==> src/rtl/sdiv_mmio.sv <==
module sdiv_mmio #(
  parameter int W       = 32,
  parameter int LAT     = 39,
  parameter int OVF_LAT = 6
) (
  input  logic         clk,
  input  logic         rst_n,
  input  logic         bus_we,
  input  logic [2:0]   bus_addr,
  input  logic [W-1:0] bus_wdata,
  output logic [W-1:0] bus_rdata,
  output logic         busy_o
);

  localparam logic [2:0] A_DSR = 3'd0;
  localparam logic [2:0] A_HI  = 3'd1;
  localparam logic [2:0] A_LO  = 3'd2;
  localparam logic [2:0] A_AL  = 3'd3;
  localparam logic [2:0] A_ST  = 3'd4;
  localparam int CW = $clog2(LAT + 1);
  localparam logic [CW-1:0] C_END  = CW'(LAT);
  localparam logic [CW-1:0] C_OVF  = CW'(OVF_LAT);
  localparam logic [CW-1:0] C_ITER = CW'(W);
  localparam logic [CW-1:0] C_ONE  = CW'(1);
  localparam logic [W-1:0] SMAX = {1'b0, {(W-1){1'b1}}};
  localparam logic [W-1:0] SMIN = {1'b1, {(W-1){1'b0}}};

  logic [W-1:0]   dsr, hi, lo, magd, rem, q;
  logic [2*W-1:0] nmag;
  logic           busy, ovf_sts, ovf_q, nneg, dneg, dz;
  logic [CW-1:0]  cnt;

  wire wr_ok = bus_we && !busy;
  wire st64  = wr_ok && bus_addr == A_LO;
  wire st32  = wr_ok && bus_addr == A_AL;
  wire clr   = bus_we && bus_addr == A_ST && !bus_wdata[1];

  wire [2*W-1:0] n_in   = st32 ? {{W{bus_wdata[W-1]}}, bus_wdata} : {hi, bus_wdata};
  wire [2*W-1:0] nin_mg = n_in[2*W-1] ? -n_in : n_in;

  wire           qneg    = nneg ^ dneg;
  wire [2*W-1:0] lim_pos = {1'b0, magd, {(W-1){1'b0}}};
  wire [2*W-1:0] lim_neg = lim_pos + {{W{1'b0}}, magd};
  wire           ovf_now = dz || (qneg ? nmag >= lim_neg : nmag >= lim_pos);

  wire [W:0] trial = {rem, q[W-1]};
  wire [W:0] diff  = trial - {1'b0, magd};
  wire       take  = !diff[W];

  wire fin = busy && (cnt == C_END || (cnt == C_OVF && ovf_q));

  always_ff @(posedge clk or negedge rst_n) begin
    if (!rst_n) begin
      dsr <= '0; hi <= '0; lo <= '0; magd <= '0; rem <= '0; q <= '0;
      nmag <= '0; busy <= 1'b0; ovf_sts <= 1'b0; ovf_q <= 1'b0;
      nneg <= 1'b0; dneg <= 1'b0; dz <= 1'b0; cnt <= '0;
    end else begin
      if (bus_we && bus_addr == A_DSR) dsr <= bus_wdata;
      if (wr_ok && bus_addr == A_HI) hi <= bus_wdata;
      if (clr) ovf_sts <= 1'b0;
      if (st64 || st32) begin
        lo    <= bus_wdata;
        busy  <= 1'b1;
        cnt   <= C_ONE;
        nneg  <= n_in[2*W-1];
        dneg  <= dsr[W-1];
        magd  <= dsr[W-1] ? -dsr : dsr;
        dz    <= dsr == '0;
        nmag  <= nin_mg;
        rem   <= nin_mg[2*W-1:W];
        q     <= nin_mg[W-1:0];
        ovf_q <= 1'b0;
      end
      if (busy) begin
        cnt <= cnt + C_ONE;
        if (cnt == C_ONE) ovf_q <= ovf_now;
        if (cnt <= C_ITER) begin
          rem <= take ? diff[W-1:0] : trial[W-1:0];
          q   <= {q[W-2:0], take};
        end
      end
      if (fin) begin
        busy <= 1'b0;
        cnt  <= '0;
        if (ovf_q) begin
          lo      <= qneg ? SMIN : SMAX;
          ovf_sts <= 1'b1;
        end else begin
          lo <= qneg ? -q : q;
          hi <= nneg ? -rem : rem;
        end
      end
    end
  end

  always_comb begin
    case (bus_addr)
      A_DSR:       bus_rdata = dsr;
      A_HI:        bus_rdata = hi;
      A_LO, A_AL:  bus_rdata = lo;
      A_ST:        bus_rdata = {{(W-2){1'b0}}, ovf_sts, busy};
      default:     bus_rdata = '0;
    endcase
  end

  assign busy_o = busy;


  start_chk: assert property (@(posedge clk) disable iff (!rst_n)
    (bus_we && !busy && (bus_addr == A_LO || bus_addr == A_AL)) |=> (busy && cnt == C_ONE));


  hold_chk: assert property (@(posedge clk) disable iff (!rst_n)
    (busy && !ovf_q && cnt != C_END) |=> busy);


  early_end_chk: assert property (@(posedge clk) disable iff (!rst_n)
    (busy && ovf_q && cnt == C_OVF) |=> (!busy && ovf_sts && (lo == SMAX || lo == SMIN)));


  sticky_chk: assert property (@(posedge clk) disable iff (!rst_n)
    (ovf_sts && !clr) |=> ovf_sts);


  operand_chk: assert property (@(posedge clk) disable iff (!rst_n)
    busy |=> $stable(nmag));


  hi_hold_chk: assert property (@(posedge clk) disable iff (!rst_n)
    (busy && !fin) |=> $stable(hi));

endmodule

==> config.mk <==
export PLATFORM = sky130hd
export DESIGN_NAME = sdiv_mmio
export DESIGN_NICKNAME = d
export VERILOG_FILES = /design/src/rtl/sdiv_mmio.sv
export SDC_FILE = /design/constraint.sdc
export NUM_CORES = 1
export LEC_CHECK = 0
export ABC_AREA = 1
export BUFFER_PORTS_ARGS = -buffer_cell sky130_fd_sc_hd__buf_2
export CAP_MARGIN = 20
export CORE_ASPECT_RATIO = 0.7
export CORE_MARGIN = 8
export CORE_UTILIZATION = 44
export DETAILED_ROUTE_END_ITERATION = 6
export PLACE_DENSITY = 0.61
export SKIP_LAST_GASP = 1
export SYNTH_ARGS = -nofsm -noshare
export SYNTH_HDL_FRONTEND = slang
export SYNTH_SLANG_ARGS = --single-unit
==> constraint.sdc <==
create_clock -name clk -period 9.35 [get_ports clk]
set_input_delay 0.4675 -clock clk [delete_from_list [all_inputs] [get_ports clk]]
set_output_delay 0.4675 -clock clk [all_outputs]
set_load 0.005 [all_outputs]
==> summary.md, run 1 <==
| Metric | Value |
|---|---|
| Total Routed Length | 95300 microns |
| Hold crit path type | in2reg |
| Worst path slowest cell | dfrtp_1 |
| Share of layout cells above drive strength 1 | 0.0681 |
| Non-Filler Instances | 3953 |
| Worst R2R Path Depth | 25 |
| Total grt overflow | 0 |
| Synth Instances | ~3300 |
| Die area | between 50000 and 60000 sq um |
| 1st-iter DRT viols | 3238 |
| Design Area, Final | around 24000 sq um |
| Final setup vio count | 0 |
| Endpoint class of the critical path | flop |
| Mapped Nets | 3428 |
| Num Clock Sinks | approximately 270 |
| Tmin final | 4430 ps |
| Global-route wire length before repair | between 100000 and 150000 microns |
| Slew Limit Fails | 0 |
| Worst EP arrival | about 4900 ps |
| CP Max Fanout | 4 |
| DR vias/cell | ~5.9 |
| Initial antenna violation count | 3 |
| PortBufs | 70 |
| Post-DP Area | between 20000 and 25000 sq um |
| Ys flop type | dfrtp_1 |
| Post-Place Cells | 3894 |
| Residual DRC count | 0 |
| WL/cell | between 20 and 25 microns |
| CP most frequent cell | nand2_1 |
| Max stage delay on crit path | ~540 ps |
| Fmax | 0.226 GHz |
| Cts hold-fix bufs | 1 |
| Top Family by Delay on Critical Path | simple AND/OR/NAND/NOR gates |
| H-tree depth | 1 |
| CTS Buf Count | 31 |
| Hold Fails Final Rpt | 0 |
| Setup Crit Path Kind | reg2reg |
| Post-synthesis sequential area ratio | 0.309 |
| Area grow syn2layout | 8.70% |
| Crit path buffers/inverters | 0 |
| Vias in the first global route | ~21000 |
| CTS Buffer Depth | 3 |
| Largest net degree at the start of global routing | 80 |
| Crit path depth | 25 |
| Outcome | finished clean |
| Via count | about 23000 |
| Final RePlAce weighted congestion | 0.992 |
| Layout net count | about 3400 |
| Maximum VDD drop | roughly 210 uV |
| Total negative slack | 0 ps |
| Die height | about 200 microns |
| Post-cts repair resize count | 0 |
| Post-synthesis cell area | 21700 sq um |
| CTS tree | yes |
| Worst skew pair latency | around 610 ps |
| Overall routing resource usage | 0.327 |
| Reg-to-reg slack, setup | 4920 ps |
| WHS Path Cells | 3 |
| Io pins | 71 |
| Clock root buffer | clkbuf_16 |
| Max-cap violations | 0 |
| RSZ-0062 raised after global routing | false |
| Dpl hpwl | about 75000 microns |
| Fin crit share | 0.474 |
| Worst slew margin | 0.298 |
| Num rows | 68 |
| Ys async rst share | 1.00 |
| Critical Path RT | approximately 9900 ps |
| DRT antenna net count | 0 |
| PwrDens | 400 nW/um^2 |
| Number of distinct library cells after synthesis | 54 |
| Initial DRT Pass Iterations | 6 |
| #FFs+latches synth | approximately 270 |
| Syn. warnings | 0 |
| Clock-pin slew on the worst setup and hold paths | 70 ps |
| Worst-Margin Slew | approximately 1100 ps |
| Crit path launch type | flop |
| Static Leakage | 11.5 nW |
| Mean Syn Cell Area | around 6.7 sq um |
| Core footprint | between 40000 and 50000 sq um |
| Post-CTS setup buffer count | 0 |
| Chip Width | about 280 microns |
| Clock Skew | approximately 26 ps |
| Post-synth EDFFs | 0 |
| Initial Util | 0.442 |
worst min-delay path, delay by kind of cell:
family,cells,cell delay (ps)
AOI/OAI and AO/OA,2,160
buffers and inverters,1,130
cell usage in the layout (no fill, tap or decap), drive strengths merged, types with 9 or more instances in the layout:
cell type,instances
nand3,218
nor3,44
inv,363
xnor2,9
clkbuf,42
nand2,880
o21ai,324
a22oi,32
nor4,17
nand3b,9
xor2,89
buf,94
a21oi,239
o211ai,31
o221ai,13
clkinv,14
a31oi,13
dfrtp,268
nand4,50
ha,138
nor2,347
flip-flops by register name, indices dropped and copies added (netlist names):
register / flops
cnt: 6
dneg: 1
nmag: 64
hi: 32
nneg: 1
lo: 32
rem: 32
busy_o: 1
ovf_sts: 1
dz: 1
q: 32
magd: 32
dsr: 32
ovf_q: 1
cell families (layout without fill, tap and decap cells):
| group | count (synthesis) | in the layout | synth area share |
|---|---|---|---|
| AO/OA/AOI/OAI | 690 | 690 | 0.176 |
| XOR/XNOR | 98 | 98 | 0.0396 |
| adder cells (fa/ha/maj) | 139 | 139 | 0.0806 |
| buffers and inverters | 480 | 516 | 0.0868 |
| flip-flops | 268 | 268 | 0.309 |
| other | 0 | 1 | 0 |
| AND/OR/NAND/NOR | 1576 | 1576 | 0.308 |
per-stage QoR:
step	hold slack, ps	total power [mW]	utilization	setup slack, ps
after floorplan	172	6.09	-	6120
after global placement	464	7.95	0.460	5280
after detailed placement	466	8.02	0.460	5100
after CTS	167	9.25	0.480	5080
after global routing	207	10.2	0.481	4630
final	191	9.43	0.481	4920
cell usage after synthesis (13+ instances only):
library cell	n	share of area
a21oi_1	234	0.054
a22oi_1	32	0.011
a31oi_1	13	0.0038
buf_2	22	0.0051
clkbuf_1	71	0.012
dfrtp_1	268	0.31
ha_1	138	0.080
inv_1	355	0.061
nand2_1	858	0.15
nand2_2	18	0.0052
nand3_1	212	0.049
nand4_1	49	0.014
nor2_1	329	0.057
nor2_2	14	0.0040
nor3_1	42	0.0097
nor4_1	17	0.0049
o211ai_1	31	0.011
o21ai_0	299	0.069
o21ai_1	22	0.0051
o221ai_1	13	0.0053
xor2_1	89	0.036
power breakdown:
part / leakage [nW] / switching, mW / internal, mW
combinational: 7.83 / 4.05 / 1.86
clock: 0.477 / 0.548 / 0.658
sequential: 3.19 / 0.625 / 1.69
path summary, 6_finish.rpt:
kind                                           start                    to
worst max register to register  magd[31]$_DFFE_PN0N_       ovf_q$_DFF_PN0_
worst max-delay path            magd[31]$_DFFE_PN0N_       ovf_q$_DFF_PN0_
worst min-delay path                    bus_wdata[1]     ovf_sts$_DFF_PN0_
min in group asynchronous                      rst_n        q[3]$_DFF_PN0_
worst min register to register    lo[20]$_DFFE_PN0P_    lo[20]$_DFFE_PN0P_
max in group asynchronous                      rst_n  nmag[60]$_DFFE_PN0N_
per-layer routing:
layer	wire (microns)	track usage	vias up	share of wire
met5	13	0	-	0.00014
li1	-	-	10774	-
met2	37000	0.441	1232	0.39
met1	44800	0.503	11091	0.47
met4	3090	0.0934	2	0.032
met3	10400	0.0779	155	0.11
final cells by class:
class,count,area (sq um)
inverters,367,1380
multi-input cells,2503,13100
well taps,665,832
clock inverters,12,68.8
repair buffers,95,573
fillers,5192,25400
clock buffers,42,887
flip-flops and latches,268,6710
diodes,1,2.50
Power figures use the tool's default switching activity.
==> inputs of run 2 (changes only) <==
--- a/config.mk
+++ b/config.mk
@@ -12,7 +12,7 @@
 export CORE_MARGIN = 8
 export CORE_UTILIZATION = 44
 export DETAILED_ROUTE_END_ITERATION = 6
-export PLACE_DENSITY = 0.61
+export PLACE_DENSITY = 0.63
 export SKIP_LAST_GASP = 1
 export SYNTH_ARGS = -nofsm -noshare
 export SYNTH_HDL_FRONTEND = slang
==> constraint.sdc (replaced) <==
create_clock -name clk -period 3.9 [get_ports clk]
set_input_delay 0.195 -clock clk [delete_from_list [all_inputs] [get_ports clk]]
set_output_delay 0.195 -clock clk [all_outputs]
set_load 0.005 [all_outputs]
==> run 2 against run 1 <==
Compared with the run above: utilization increased by 1.5 points; wire length decreased by 5.2%; highest routed layer unchanged; worst hold slack got worse by 180 ps; largest cell class unchanged; worst setup slack got worse by 4700 ps; first-iteration DRC count increased by 0.96%; critical endpoint unchanged.
==> summary.md, run 2 (same netlist as run 1, synthesis figures left out) <==
| Metric | Value |
|---|---|
| Slew Limit Fails | 0 (unchanged) |
| Total grt overflow | 0 (unchanged) |
| Initial Util | 0.442 (unchanged) |
| Max FFs per register | 64 (unchanged) |
| DR vias/cell | 5.90 (+0.38%) |
| 1st-iter DRT viols | 3269 (+0.96%) |
| Worst path slowest cell | dfrtp_1 |
| Fmax | 0.275 GHz (+22%) |
| Hold crit path type | in2reg |
| Vias in the first global route | 21793 (+2.1%) |
| Endpoint class of the critical path | flop |
| Clock root buffer | clkbuf_16 |
| Clock Skew | 34.2 ps (+8.27 ps) |
| Post-Place Cells | 3931 (+0.95%) |
| Static Leakage | 11.8 nW (+3.0%) |
| Num Clock Sinks | 268 (unchanged) |
| Largest net degree at the start of global routing | 117 (+46%) |
| Total negative slack | 0 ps (unchanged) |
| Max-cap violations | 0 (unchanged) |
| Share of layout cells above drive strength 1 | 0.0808 (+0.0127) |
| Final RePlAce weighted congestion | 1.04 (+4.6%) |
| Tmin final | 3630 ps (-793 ps) |
| Setup WS pre-CTS | 44.5 ps (-5060 ps) |
| Final setup vio count | 0 (unchanged) |
| Most common cell after layout, fill and taps aside | nand2_1 |
| Initial DRT Pass Iterations | 7 (+1) |
| H-tree depth | 1 (unchanged) |
| Io pins | 71 (unchanged) |
| Num rows | 68 (unchanged) |
| Worst skew pair latency | 610 ps (about the same) |
| Maximum VDD drop | 549 uV (+160%) |
| Most flops, register | nmag |
| Total Routed Length | 90300 microns (-5.2%) |
| Chip Width | 281 microns (unchanged) |
| Setup Crit Path Kind | reg2reg |
| DRT antenna net count | 0 (unchanged) |
| Fill count | 4990 (-3.9%) |
| Outcome | finished clean |
| Fin crit share | 0.932 (+0.458) |
| Hold Fails Final Rpt | 0 (unchanged) |
| WL/cell | 22.5 microns (-6.5%) |
| Area grow syn2layout | 12.1% |
| Core footprint | 49000 sq um (unchanged) |
| Initial antenna violation count | 4 (+1) |
| CP Max Fanout | 3 (-1) |
| CTS tree | yes |
| Final Util | 0.496 (+0.0151) |
| Via count | 23655 (+1.7%) |
| Non-Filler Instances | 4006 (+1.3%) |
| Residual DRC count | 0 (unchanged) |
| CTS Buffer Depth | 3 (unchanged) |
| PortBufs | 70 (unchanged) |
| Worst EP arrival | 4170 ps (-770 ps) |
| Die area | 56800 sq um (unchanged) |
| Global-route wire length before repair | 135000 microns (-3.9%) |
| Commonest non-fill, non-tap cells in the layout | 851 x nand2_1, 354 x inv_1, 326 x nor2_1 |
| Worst slew margin | 0.255 (-0.0429) |
| Layout net count | 3495 (+1.5%) |
| Dpl hpwl | 71100 microns (-5.0%) |
| CTS Buf Count | 29 (-6.5%) |
| CP most frequent cell | nand2_1 |
| Worst-Margin Slew | 1110 ps (+62.9 ps) |
| Clock-pin slew on the worst setup and hold paths | 70 ps (about the same) |
| PwrDens | 949 nW/um^2 (+140%) |
| Final worst setup slack | 266 ps (-4660 ps) |
| Crit path launch type | flop |
| Max stage delay on crit path | 370 ps (-170 ps) |
| Critical Path RT | 4440 ps (-5430 ps) |
| Die height | 202 microns (unchanged) |
| Overall routing resource usage | 0.309 (-0.0171) |
run 2: changes by cell type in the layout (fill, tap and decap cells not counted), moves of 3 or more:
cell	delta
clkinv_2	-7
buf_12	+4
buf_4	+34
nor2_2	-3
dlygate4sd3_1	+17
bufinv_16	+9
nor2_4	+4
run 2: metrics by stage:
step | power (mW) | hold WS [ps] | area (sq um)
global placement | 18.8 | 223 | 22900
CTS | 22.6 | 3.03 | 24200
finish | 23.1 | 10.5 | 24300
detailed placement | 19.1 | 235 | 22900
floorplan | 14.6 | -101 | 21700
global route | 24.9 | 36.3 | 24300
run 2: critical path, delay by kind of cell (launching register included):
family | cells | cell delay [ps]
and+or+nand+nor | 21 | 2390
AOI/OAI and AO/OA | 1 | 130
DFF | 1 | 370
adders and majority gates | 3 | 700
run 2: final timing paths:
path | from | end | slack [ps] | cells past startpoint
setup / recovery | magd[31]$_DFFE_PN0N_ | ovf_q$_DFF_PN0_ | 270 | 25
hold / removal | bus_addr[2] | ovf_sts$_DFF_PN0_ | 10 | 4
setup reg to reg | magd[31]$_DFFE_PN0N_ | ovf_q$_DFF_PN0_ | 270 | 25
hold reg to reg | lo[19]$_DFFE_PN0P_ | lo[19]$_DFFE_PN0P_ | 490 | 2
max in group asynchronous | rst_n | rem[11]$_DFF_PN0_ | 2780 | 3
min in group asynchronous | rst_n | q[5]$_DFF_PN0_ | 200 | 2
run 2: per-layer routing:
layer | track usage | routed length (microns) | up-vias
met2 | 0.436 | 35900 | 1375
met5 | 0 | 126 | -
met4 | 0.0826 | 2910 | 6
met3 | 0.0978 | 11500 | 164
li1 | - | - | 10886
met1 | 0.450 | 39900 | 11224
run 2: what timing repair did:
item                                   CTS  global route
hold buffers                            18             0
buffers inserted                         0             2
setup endpoints to repair                0             1
gates resized for setup                  0            13
endpoints found under the hold margin   98             0
run 2: power by group:
part | internal (mW) | switching (mW)
registers | 4.04 | 1.44
clock network | 2.10 | 1.33
logic | 4.69 | 9.46
total | 10.8 | 12.2
run 2: cell type report:
cell class	instances	area (sq um)	area share
antenna	1	2.50	0.000103
clock buffer	39	843	0.0347
clock inverter	14	304	0.0125
inverter	367	1380	0.0567
multi-input combinational	2503	13200	0.542
sequential	268	6710	0.276
tap	665	832	0.0342
timing repair buffer	149	1070	0.0442
